[config.mk]
export PLATFORM = sky130hd
export DESIGN_NAME = sdram_ctrl
export DESIGN_NICKNAME = d
export VERILOG_FILES = /design/src/rtl/sdram_pkg.sv /design/src/rtl/sdram_refresh_timer.sv /design/src/rtl/sdram_rd_capture.sv /design/src/rtl/sdram_cmd_seq.sv /design/src/rtl/sdram_ctrl.sv
export SDC_FILE = /design/constraint.sdc
export NUM_CORES = 1
export LEC_CHECK = 0
export CAP_MARGIN = 25
export CORE_MARGIN = 8
export CORE_UTILIZATION = 45
export DETAILED_ROUTE_END_ITERATION = 16
export GPL_TIMING_DRIVEN = 0
export PLACE_DENSITY_LB_ADDON = 0.2
export SYNTH_ARGS = -nofsm -noshare
export SYNTH_HDL_FRONTEND = slang
export SYNTH_HIERARCHICAL = 1
export SYNTH_SLANG_ARGS = --single-unit
[constraint.sdc]
create_clock -name clk -period 2.25 [get_ports clk]
set_input_delay 0.3375 -clock clk [delete_from_list [all_inputs] [get_ports clk]]
set_output_delay 0.3375 -clock clk [all_outputs]
set_load 0.02 [all_outputs]
[src/rtl/sdram_pkg.sv]
// Shared types for the SDRAM controller.
// Assumes a single-rank SDR part driven by one command per clock.
package sdram_pkg;

    // Pin code {cs_n, ras_n, cas_n, we_n}
    typedef enum logic [3:0] {
        CMD_MRS = 4'b0000,
        CMD_REF = 4'b0001,
        CMD_PRE = 4'b0010,
        CMD_ACT = 4'b0011,
        CMD_WR  = 4'b0100,
        CMD_RD  = 4'b0101,
        CMD_NOP = 4'b0111
    } cmd_t;

    typedef enum logic [2:0] {
        ST_PWR,
        ST_INIT_PRE,
        ST_INIT_REF,
        ST_INIT_MRS,
        ST_IDLE,
        ST_REF,
        ST_RW,
        ST_WAIT
    } seq_state_t;

endpackage

[src/rtl/sdram_refresh_timer.sv]
// Refresh interval counter.
// Counts T_REFI cycles while run is high and raises pending; pending
// is held until the sequencer acknowledges the refresh it issued.
// Assumes one interval is far longer than any single access.
module sdram_refresh_timer #(
    parameter int T_REFI = 1500
) (
    input  logic clk,
    input  logic rst_n,
    input  logic run,
    input  logic ack,
    output logic pending
);
    localparam int CW = $clog2(T_REFI + 1);

    logic [CW-1:0] cnt;

    // Interval count and pending flag; a new tick wins over an ack.
    always_ff @(posedge clk) begin
        if (!rst_n) begin
            cnt     <= '0;
            pending <= 1'b0;
        end else begin
            if (ack)
                pending <= 1'b0;
            if (run) begin
                if (cnt == CW'(T_REFI - 1)) begin
                    cnt     <= '0;
                    pending <= 1'b1;
                end else begin
                    cnt <= cnt + 1'b1;
                end
            end
        end
    end


    pend_hold_chk: assert property (@(posedge clk) disable iff (!rst_n)
        (pending && !ack) |=> pending);

endmodule

[src/rtl/sdram_rd_capture.sv]
// Read data capture.
// Samples the memory data bus CAS_LAT edges after a read command left
// the controller and presents it with a one-cycle valid strobe.
// Assumes CAS_LAT is 2 or 3 and reads are at least two cycles apart.
module sdram_rd_capture #(
    parameter int DATA_W  = 16,
    parameter int CAS_LAT = 2
) (
    input  logic              clk,
    input  logic              rst_n,
    input  logic              rd_issue,
    input  logic [DATA_W-1:0] dq_in,
    output logic              rd_valid,
    output logic [DATA_W-1:0] rd_data
);
    localparam int TAP = CAS_LAT - 2;

    logic [1:0] sh;

    // Latency shift line, valid strobe and data register.
    always_ff @(posedge clk) begin
        if (!rst_n) begin
            sh       <= '0;
            rd_valid <= 1'b0;
            rd_data  <= '0;
        end else begin
            sh       <= {sh[0], rd_issue};
            rd_valid <= sh[TAP];
            if (sh[TAP])
                rd_data <= dq_in;
        end
    end


    rd_lat_chk: assert property (@(posedge clk) disable iff (!rst_n)
        $past(rd_issue, CAS_LAT) |-> rd_valid);


    rd_pulse_chk: assert property (@(posedge clk) disable iff (!rst_n)
        rd_valid |=> !rd_valid);

endmodule

[src/rtl/sdram_cmd_seq.sv]
// Command sequencer.
// Runs the bring-up order, then serves one single-word access at a time
// as activate -> read/write with auto-precharge, and inserts
// precharge-all + auto refresh when the timer asks. All pin outputs are
// registered. Each wait is loaded as N-1 and leaves through ST_WAIT, so
// the pin spacing is N+1 cycles.
module sdram_cmd_seq
    import sdram_pkg::*;
#(
    parameter int BANK_W  = 2,
    parameter int ROW_W   = 12,
    parameter int COL_W   = 9,
    parameter int DATA_W  = 16,
    parameter int CAS_LAT = 2,
    parameter int T_INIT  = 20000,
    parameter int T_RCD   = 2,
    parameter int T_RP    = 2,
    parameter int T_RAS   = 5,
    parameter int T_WR    = 2,
    parameter int T_RFC   = 7,
    parameter int T_MRD   = 2
) (
    input  logic                          clk,
    input  logic                          rst_n,
    input  logic                          req_valid,
    input  logic                          req_we,
    input  logic [BANK_W+ROW_W+COL_W-1:0] req_addr,
    input  logic [DATA_W-1:0]             req_wdata,
    input  logic [DATA_W/8-1:0]           req_be,
    input  logic                          ref_pending,
    output logic                          req_ready,
    output logic                          ref_ack,
    output logic                          init_done,
    output cmd_t                          cmd,
    output logic [BANK_W-1:0]             ba,
    output logic [ROW_W-1:0]              addr,
    output logic [DATA_W/8-1:0]           dqm,
    output logic                          cke,
    output logic [DATA_W-1:0]             dq_out,
    output logic                          dq_oe,
    output logic                          rd_issue
);
    localparam int ACT_GAP  = (T_RCD > T_RAS) ? T_RCD : T_RAS;
    localparam int POST_GAP = T_WR + T_RP;
    localparam int CNT_W    = $clog2(T_INIT + T_RFC + ACT_GAP + POST_GAP + T_MRD + 2);
    localparam int AP_BIT   = 10;
    localparam logic [ROW_W-1:0] MODE_WORD = ROW_W'(CAS_LAT << 4);

    seq_state_t          state, ret;
    logic [CNT_W-1:0]    cnt;
    logic                second_ref;
    logic                lat_we;
    logic [BANK_W-1:0]   lat_bank;
    logic [COL_W-1:0]    lat_col;
    logic [DATA_W-1:0]   lat_wdata;
    logic [DATA_W/8-1:0] lat_be;

    // Requests are taken only when idle with no refresh waiting.
    always_comb req_ready = (state == ST_IDLE) && !ref_pending;

    // Main sequencer: command choice, wait loading and request latching.
    always_ff @(posedge clk) begin
        if (!rst_n) begin
            state      <= ST_PWR;
            ret        <= ST_IDLE;
            cnt        <= CNT_W'(T_INIT - 1);
            second_ref <= 1'b0;
            init_done  <= 1'b0;
            cke        <= 1'b0;
            cmd        <= CMD_NOP;
            ba         <= '0;
            addr       <= '0;
            dqm        <= '0;
            dq_out     <= '0;
            dq_oe      <= 1'b0;
            rd_issue   <= 1'b0;
            ref_ack    <= 1'b0;
            lat_we     <= 1'b0;
            lat_bank   <= '0;
            lat_col    <= '0;
            lat_wdata  <= '0;
            lat_be     <= '0;
        end else begin
            cmd      <= CMD_NOP;
            dqm      <= '0;
            dq_oe    <= 1'b0;
            rd_issue <= 1'b0;
            ref_ack  <= 1'b0;
            unique case (state)
                ST_PWR: begin
                    if (cnt == '0) begin
                        cke   <= 1'b1;
                        state <= ST_INIT_PRE;
                    end else begin
                        cnt <= cnt - 1'b1;
                    end
                end
                ST_INIT_PRE: begin
                    cmd          <= CMD_PRE;
                    addr         <= '0;
                    addr[AP_BIT] <= 1'b1;
                    cnt          <= CNT_W'(T_RP - 1);
                    ret          <= ST_INIT_REF;
                    state        <= ST_WAIT;
                end
                ST_INIT_REF: begin
                    cmd        <= CMD_REF;
                    cnt        <= CNT_W'(T_RFC - 1);
                    ret        <= second_ref ? ST_INIT_MRS : ST_INIT_REF;
                    second_ref <= 1'b1;
                    state      <= ST_WAIT;
                end
                ST_INIT_MRS: begin
                    cmd       <= CMD_MRS;
                    ba        <= '0;
                    addr      <= MODE_WORD;
                    cnt       <= CNT_W'(T_MRD - 1);
                    ret       <= ST_IDLE;
                    init_done <= 1'b1;
                    state     <= ST_WAIT;
                end
                ST_IDLE: begin
                    if (ref_pending) begin
                        cmd          <= CMD_PRE;
                        addr         <= '0;
                        addr[AP_BIT] <= 1'b1;
                        cnt          <= CNT_W'(T_RP - 1);
                        ret          <= ST_REF;
                        state        <= ST_WAIT;
                    end else if (req_valid) begin
                        cmd       <= CMD_ACT;
                        ba        <= req_addr[BANK_W+ROW_W+COL_W-1 -: BANK_W];
                        addr      <= req_addr[ROW_W+COL_W-1 -: ROW_W];
                        lat_we    <= req_we;
                        lat_bank  <= req_addr[BANK_W+ROW_W+COL_W-1 -: BANK_W];
                        lat_col   <= req_addr[COL_W-1:0];
                        lat_wdata <= req_wdata;
                        lat_be    <= req_be;
                        cnt       <= CNT_W'(ACT_GAP - 1);
                        ret       <= ST_RW;
                        state     <= ST_WAIT;
                    end
                end
                ST_REF: begin
                    cmd     <= CMD_REF;
                    ref_ack <= 1'b1;
                    cnt     <= CNT_W'(T_RFC - 1);
                    ret     <= ST_IDLE;
                    state   <= ST_WAIT;
                end
                ST_RW: begin
                    cmd                <= lat_we ? CMD_WR : CMD_RD;
                    ba                 <= lat_bank;
                    addr               <= '0;
                    addr[COL_W-1:0]    <= lat_col;
                    addr[AP_BIT]       <= 1'b1;
                    dqm                <= lat_we ? ~lat_be : '0;
                    dq_out             <= lat_wdata;
                    dq_oe              <= lat_we;
                    rd_issue           <= !lat_we;
                    cnt                <= CNT_W'(POST_GAP - 1);
                    ret                <= ST_IDLE;
                    state              <= ST_WAIT;
                end
                ST_WAIT: begin
                    if (cnt == '0)
                        state <= ret;
                    else
                        cnt <= cnt - 1'b1;
                end
                default: state <= ST_IDLE;
            endcase
        end
    end


    accept_act_chk: assert property (@(posedge clk) disable iff (!rst_n)
        (req_valid && req_ready) |=> (cmd == CMD_ACT));


    rw_ap_chk: assert property (@(posedge clk) disable iff (!rst_n)
        (cmd == CMD_RD || cmd == CMD_WR) |-> addr[AP_BIT]);


    rw_gap_chk: assert property (@(posedge clk) disable iff (!rst_n)
        (cmd == CMD_RD || cmd == CMD_WR) |-> ($past(cmd) == CMD_NOP));


    cke_nop_chk: assert property (@(posedge clk) disable iff (!rst_n)
        !cke |-> (cmd == CMD_NOP));


    wr_oe_chk: assert property (@(posedge clk) disable iff (!rst_n)
        dq_oe |-> (cmd == CMD_WR));

endmodule

[src/rtl/sdram_ctrl.sv]
// SDR SDRAM controller top.
// Ties the command sequencer, refresh timer and read capture together
// and splits the command code onto the four strobe pins.
// Assumes the data bus is split into in/out/enable at the pad level.
module sdram_ctrl
    import sdram_pkg::*;
#(
    parameter int BANK_W  = 2,
    parameter int ROW_W   = 12,
    parameter int COL_W   = 9,
    parameter int DATA_W  = 16,
    parameter int CAS_LAT = 2,
    parameter int T_INIT  = 20000,
    parameter int T_RCD   = 2,
    parameter int T_RP    = 2,
    parameter int T_RAS   = 5,
    parameter int T_WR    = 2,
    parameter int T_RFC   = 7,
    parameter int T_MRD   = 2,
    parameter int T_REFI  = 1500
) (
    input  logic                          clk,
    input  logic                          rst_n,
    input  logic                          req_valid,
    output logic                          req_ready,
    input  logic                          req_we,
    input  logic [BANK_W+ROW_W+COL_W-1:0] req_addr,
    input  logic [DATA_W-1:0]             req_wdata,
    input  logic [DATA_W/8-1:0]           req_be,
    output logic                          rd_valid,
    output logic [DATA_W-1:0]             rd_data,
    output logic                          sd_cke,
    output logic                          sd_cs_n,
    output logic                          sd_ras_n,
    output logic                          sd_cas_n,
    output logic                          sd_we_n,
    output logic [BANK_W-1:0]             sd_ba,
    output logic [ROW_W-1:0]              sd_addr,
    output logic [DATA_W/8-1:0]           sd_dqm,
    output logic [DATA_W-1:0]             sd_dq_out,
    output logic                          sd_dq_oe,
    input  logic [DATA_W-1:0]             sd_dq_in
);
    cmd_t cmd;
    logic ref_pending, ref_ack, init_done, rd_issue;

    // Command code onto the strobe pins.
    always_comb {sd_cs_n, sd_ras_n, sd_cas_n, sd_we_n} = cmd;

    sdram_cmd_seq #(
        .BANK_W(BANK_W), .ROW_W(ROW_W), .COL_W(COL_W), .DATA_W(DATA_W),
        .CAS_LAT(CAS_LAT), .T_INIT(T_INIT), .T_RCD(T_RCD), .T_RP(T_RP),
        .T_RAS(T_RAS), .T_WR(T_WR), .T_RFC(T_RFC), .T_MRD(T_MRD)
    ) u_seq (
        .clk(clk), .rst_n(rst_n),
        .req_valid(req_valid), .req_we(req_we), .req_addr(req_addr),
        .req_wdata(req_wdata), .req_be(req_be),
        .ref_pending(ref_pending), .req_ready(req_ready), .ref_ack(ref_ack),
        .init_done(init_done), .cmd(cmd), .ba(sd_ba), .addr(sd_addr),
        .dqm(sd_dqm), .cke(sd_cke), .dq_out(sd_dq_out), .dq_oe(sd_dq_oe),
        .rd_issue(rd_issue)
    );

    sdram_refresh_timer #(.T_REFI(T_REFI)) u_refresh (
        .clk(clk), .rst_n(rst_n), .run(init_done), .ack(ref_ack),
        .pending(ref_pending)
    );

    sdram_rd_capture #(.DATA_W(DATA_W), .CAS_LAT(CAS_LAT)) u_capture (
        .clk(clk), .rst_n(rst_n), .rd_issue(rd_issue), .dq_in(sd_dq_in),
        .rd_valid(rd_valid), .rd_data(rd_data)
    );

endmodule

==> impl_metrics.csv <==
group,metric,value,unit
place,placed_area,6450,um2
drt,routed_wl,14.4,mm
setup_path,reg2reg_from,"u_seq/state[0]",
synth,yosysMostFrequentCell,"nand2_1",
drt,postRouteAntennaNets,0,
setup_path,cp.required,1910,ps
cells_and_area,nets,804,
timing,finalWorstSetupSlack,64.1,ps
cells_and_area,drive_gt1_share,10.1,%
setup_path,cp-start-kind,"flip-flop",
synth,ys_top_cells_by_area,"dfxtp_1, nand2_1, a21oi_1, mux2i_1, nor2b_1",
clocking,cts_buffer_depth,2,
timing,setup_viol,0,
die,die_y,123,um
drt,drc_errors,0,
synth,seq_area_frac_synth,47.7,%
synth,synth_common_cells,"nand2_1, dfxtp_1, a21oi_1",
synth,synth_fp_nets,667,
die,die_w,123,um
die,num_io_pins,117,
setup_path,r2r-end,"u_seq/lat_col[4]",
setup_path,crit_family,"simple AND/OR/NAND/NOR gates",
timing,finalCriticalPeriod,2190,ps
hold_path,worstHoldStart,"u_seq/lat_be[0]",
hold_path,hold_end,"u_seq/dqm[0]",
setup_path,cp_slowest_cell,"or4b_4",
cells_and_area,fin_cells,897,
synth,synth_top_area_share,47.7,%
clocking,worstSkewPairLatency,410,ps
cells_and_area,num-fill-cells,973,
place,io_buffer_count,115,
grt,use_met3,6.90,%
clocking,root_buffer,"clkbuf_16",
place,dp_cells,862,
power,power_leakage,2.43,nW
place,place_ws,-192,ps
grt,grt_max_degree,17,
setup_path,max_stage_delay,610,ps
setup_path,crit_arrival,1850,ps
setup_path,crit_start,"u_seq/state[0]",
timing,tightest_slew,561,ps
drt,first_pass_iters,5,
clocking,cts_hold_buffers,0,
grt,top_usage_layer,"met2",
synth,syn_area,5120,um2
power,pwr_density_cell,927,nW/um2
place,gp_congestion,0.905,
clocking,cts_num_sinks,122,
timing,fin_setup_tns,0,ps
timing,rsz0062_at_grt,"false",
setup_path,crit_buf_inv,3,
grt,grt_antenna_before_repair,0,
clocking,cts_made_buffers,17,
drt,vias,4864,
grt,track_usage,18.9,%
grt,met1_usage,22.1,%
die,die_area,15000,um2
setup_path,critical_path_class,"flip-flop to output pin",
timing,drv_slew,0,
clocking,htree_num_levels,4,
timing,max_freq,457,MHz
cells_and_area,finalInstanceArea,7100,um2
timing,hold_viol,0,
clocking,cts_tree,"done",
grt,gr-total-overflow,0,
synth,synthArstFlopShare,0,%
timing,skew,9.84,ps
synth,syn_inst,604,
grt,grt_pass1_wl,22.9,mm
synth,syn_area_per_cell,8.48,um2
power,finalPower,6.58,mW
setup_path,path_max_fanout,10,
synth,synth_seq_cells,122,
cells_and_area,n_antenna_cell,0,
synth,synth_edf_count,0,
clocking,clkTransAtPathRegs,60,ps
die,coreArea,11300,um2
setup_path,reg2regPathDepth,7,
hold_path,holdPathStages,1,
timing,finalCritPeriodShare,97.1,%
drt,wire_per_inst,16.1,um
job,drv_cap,0,
synth,ys.flop_type,"dfxtp_1",
outcome,status,"completed",
cells_and_area,areaGrowthSynthToFinish,38.6,%
setup_path,r2r_slack,100,ps
place,dpl.hpwl,10.3,mm
synth,yosys.area.top_type,"dfxtp_1",
setup_path,cp-end-kind,"output pin",
drt,vias_per_cell,5.42,
synth,ys_warn_count,6,
grt,met2_usage,31.5,%
synth,synthDistinctLibCells,60,
die,rows,39,
power,ir_drop,0.465,mV
timing,slew_headroom,62.6,%
drt,first_iter_violations,359,
hold_path,hold_path.class,"flip-flop to flip-flop",
setup_path,path_cells,"or4b_4 > inv_1 > buf_6 > buf_4",
die,start_util,45.4,%
grt,first_global_vias,4788,
## routing by layer
metal / wire (um) / up-vias / part of all wire, %
met4: 93 / 0 / 0.65
met1: 6090 / 2291 / 42
met2: 7170 / 179 / 50
met3: 1060 / 7 / 7.3
met5: 0 / - / 0
li1: - / 2387 / -
## metrics by stage
step / hold slack [ps] / utilization, %
2_1_floorplan: 392 / -
3_3_place_gp: 401 / 57.2
3_5_place_dp: 408 / 57.2
4_1_cts: 413 / 62.6
5_1_grt: 445 / 63.0
6_report: 413 / 63.0
## power breakdown
part           leakage (nW)  internal, mW  total [mW]  switching (mW)
Sequential            0.990          2.34        2.49           0.152
Clock                 0.287          1.67        2.77            1.10
Combinational          1.15         0.543        1.31           0.769
Total                  2.43          4.56        6.58            2.02
## sequential cells by signal (all words and copies together) (netlist names), 2 cells and up
| signal | count |
|---|---|
| u_capture/rd_data | 16 |
| u_seq/dq_out | 16 |
| u_seq/lat_wdata | 16 |
| u_seq/cnt | 15 |
| u_seq/addr | 12 |
| u_refresh/cnt | 11 |
| u_seq/lat_col | 9 |
| u_seq/cmd | 3 |
| u_seq/ret | 3 |
| u_seq/state | 3 |
| u_seq/ba | 2 |
| u_seq/dqm | 2 |
| u_seq/lat_bank | 2 |
| u_seq/lat_be | 2 |
## cell families after synthesis
kind of cell,share of synthesized area [%]
muxes,4.37
other,0.0732
DFF,47.7
xor gates and xnor gates,1.20
AOI/OAI and AO/OA,16.8
and+or+nand+nor,24.6
buffers and inverters,4.77
adders and majority gates,0.489
## repair_timing
item                                    4_1_cts  5_1_grt
resized for setup                            11       13
buffers inserted                              0        3
pin swaps                                     0        0
endpoints found under the setup margin       32       31
## cells in the final DEF (no fill, tap or decap), types with 14 or more instances in the layout
cell               n
nor2b_1           18
o21ai_0           20
nor2_1            25
clkbuf_16         17
inv_1             14
nand2_1          123
clkdlybuf4s50_1  114
clkbuf_1          24
a21oi_1           75
mux2i_1           19
dfxtp_1          122
## worst max path at each step
stage | end | depth (start not counted)
after floorplan | u_seq/cnt[9] | 5
after global routing | u_seq/lat_be[0] | 7
final | req_ready | 4
after detailed placement | u_seq/cnt[13] | 5
after CTS | req_ready | 4
after global placement | u_seq/cnt[5] | 5
## layout make-up
| type | count | area [um2] | share of cell area, % |
|---|---|---|---|
| buffer | 39 | 203 | 2.86 |
| clock buffer | 17 | 425 | 5.99 |
| timing repair buffer | 118 | 1170 | 16.5 |
| multi-input combinational | 428 | 2450 | 34.5 |
| clock inverter | 15 | 175 | 2.47 |
| tap | 143 | 179 | 2.52 |
| sequential | 122 | 2440 | 34.4 |
| inverter | 15 | 56.3 | 0.793 |
Note: power is estimated with default switching activity, not from simulation.
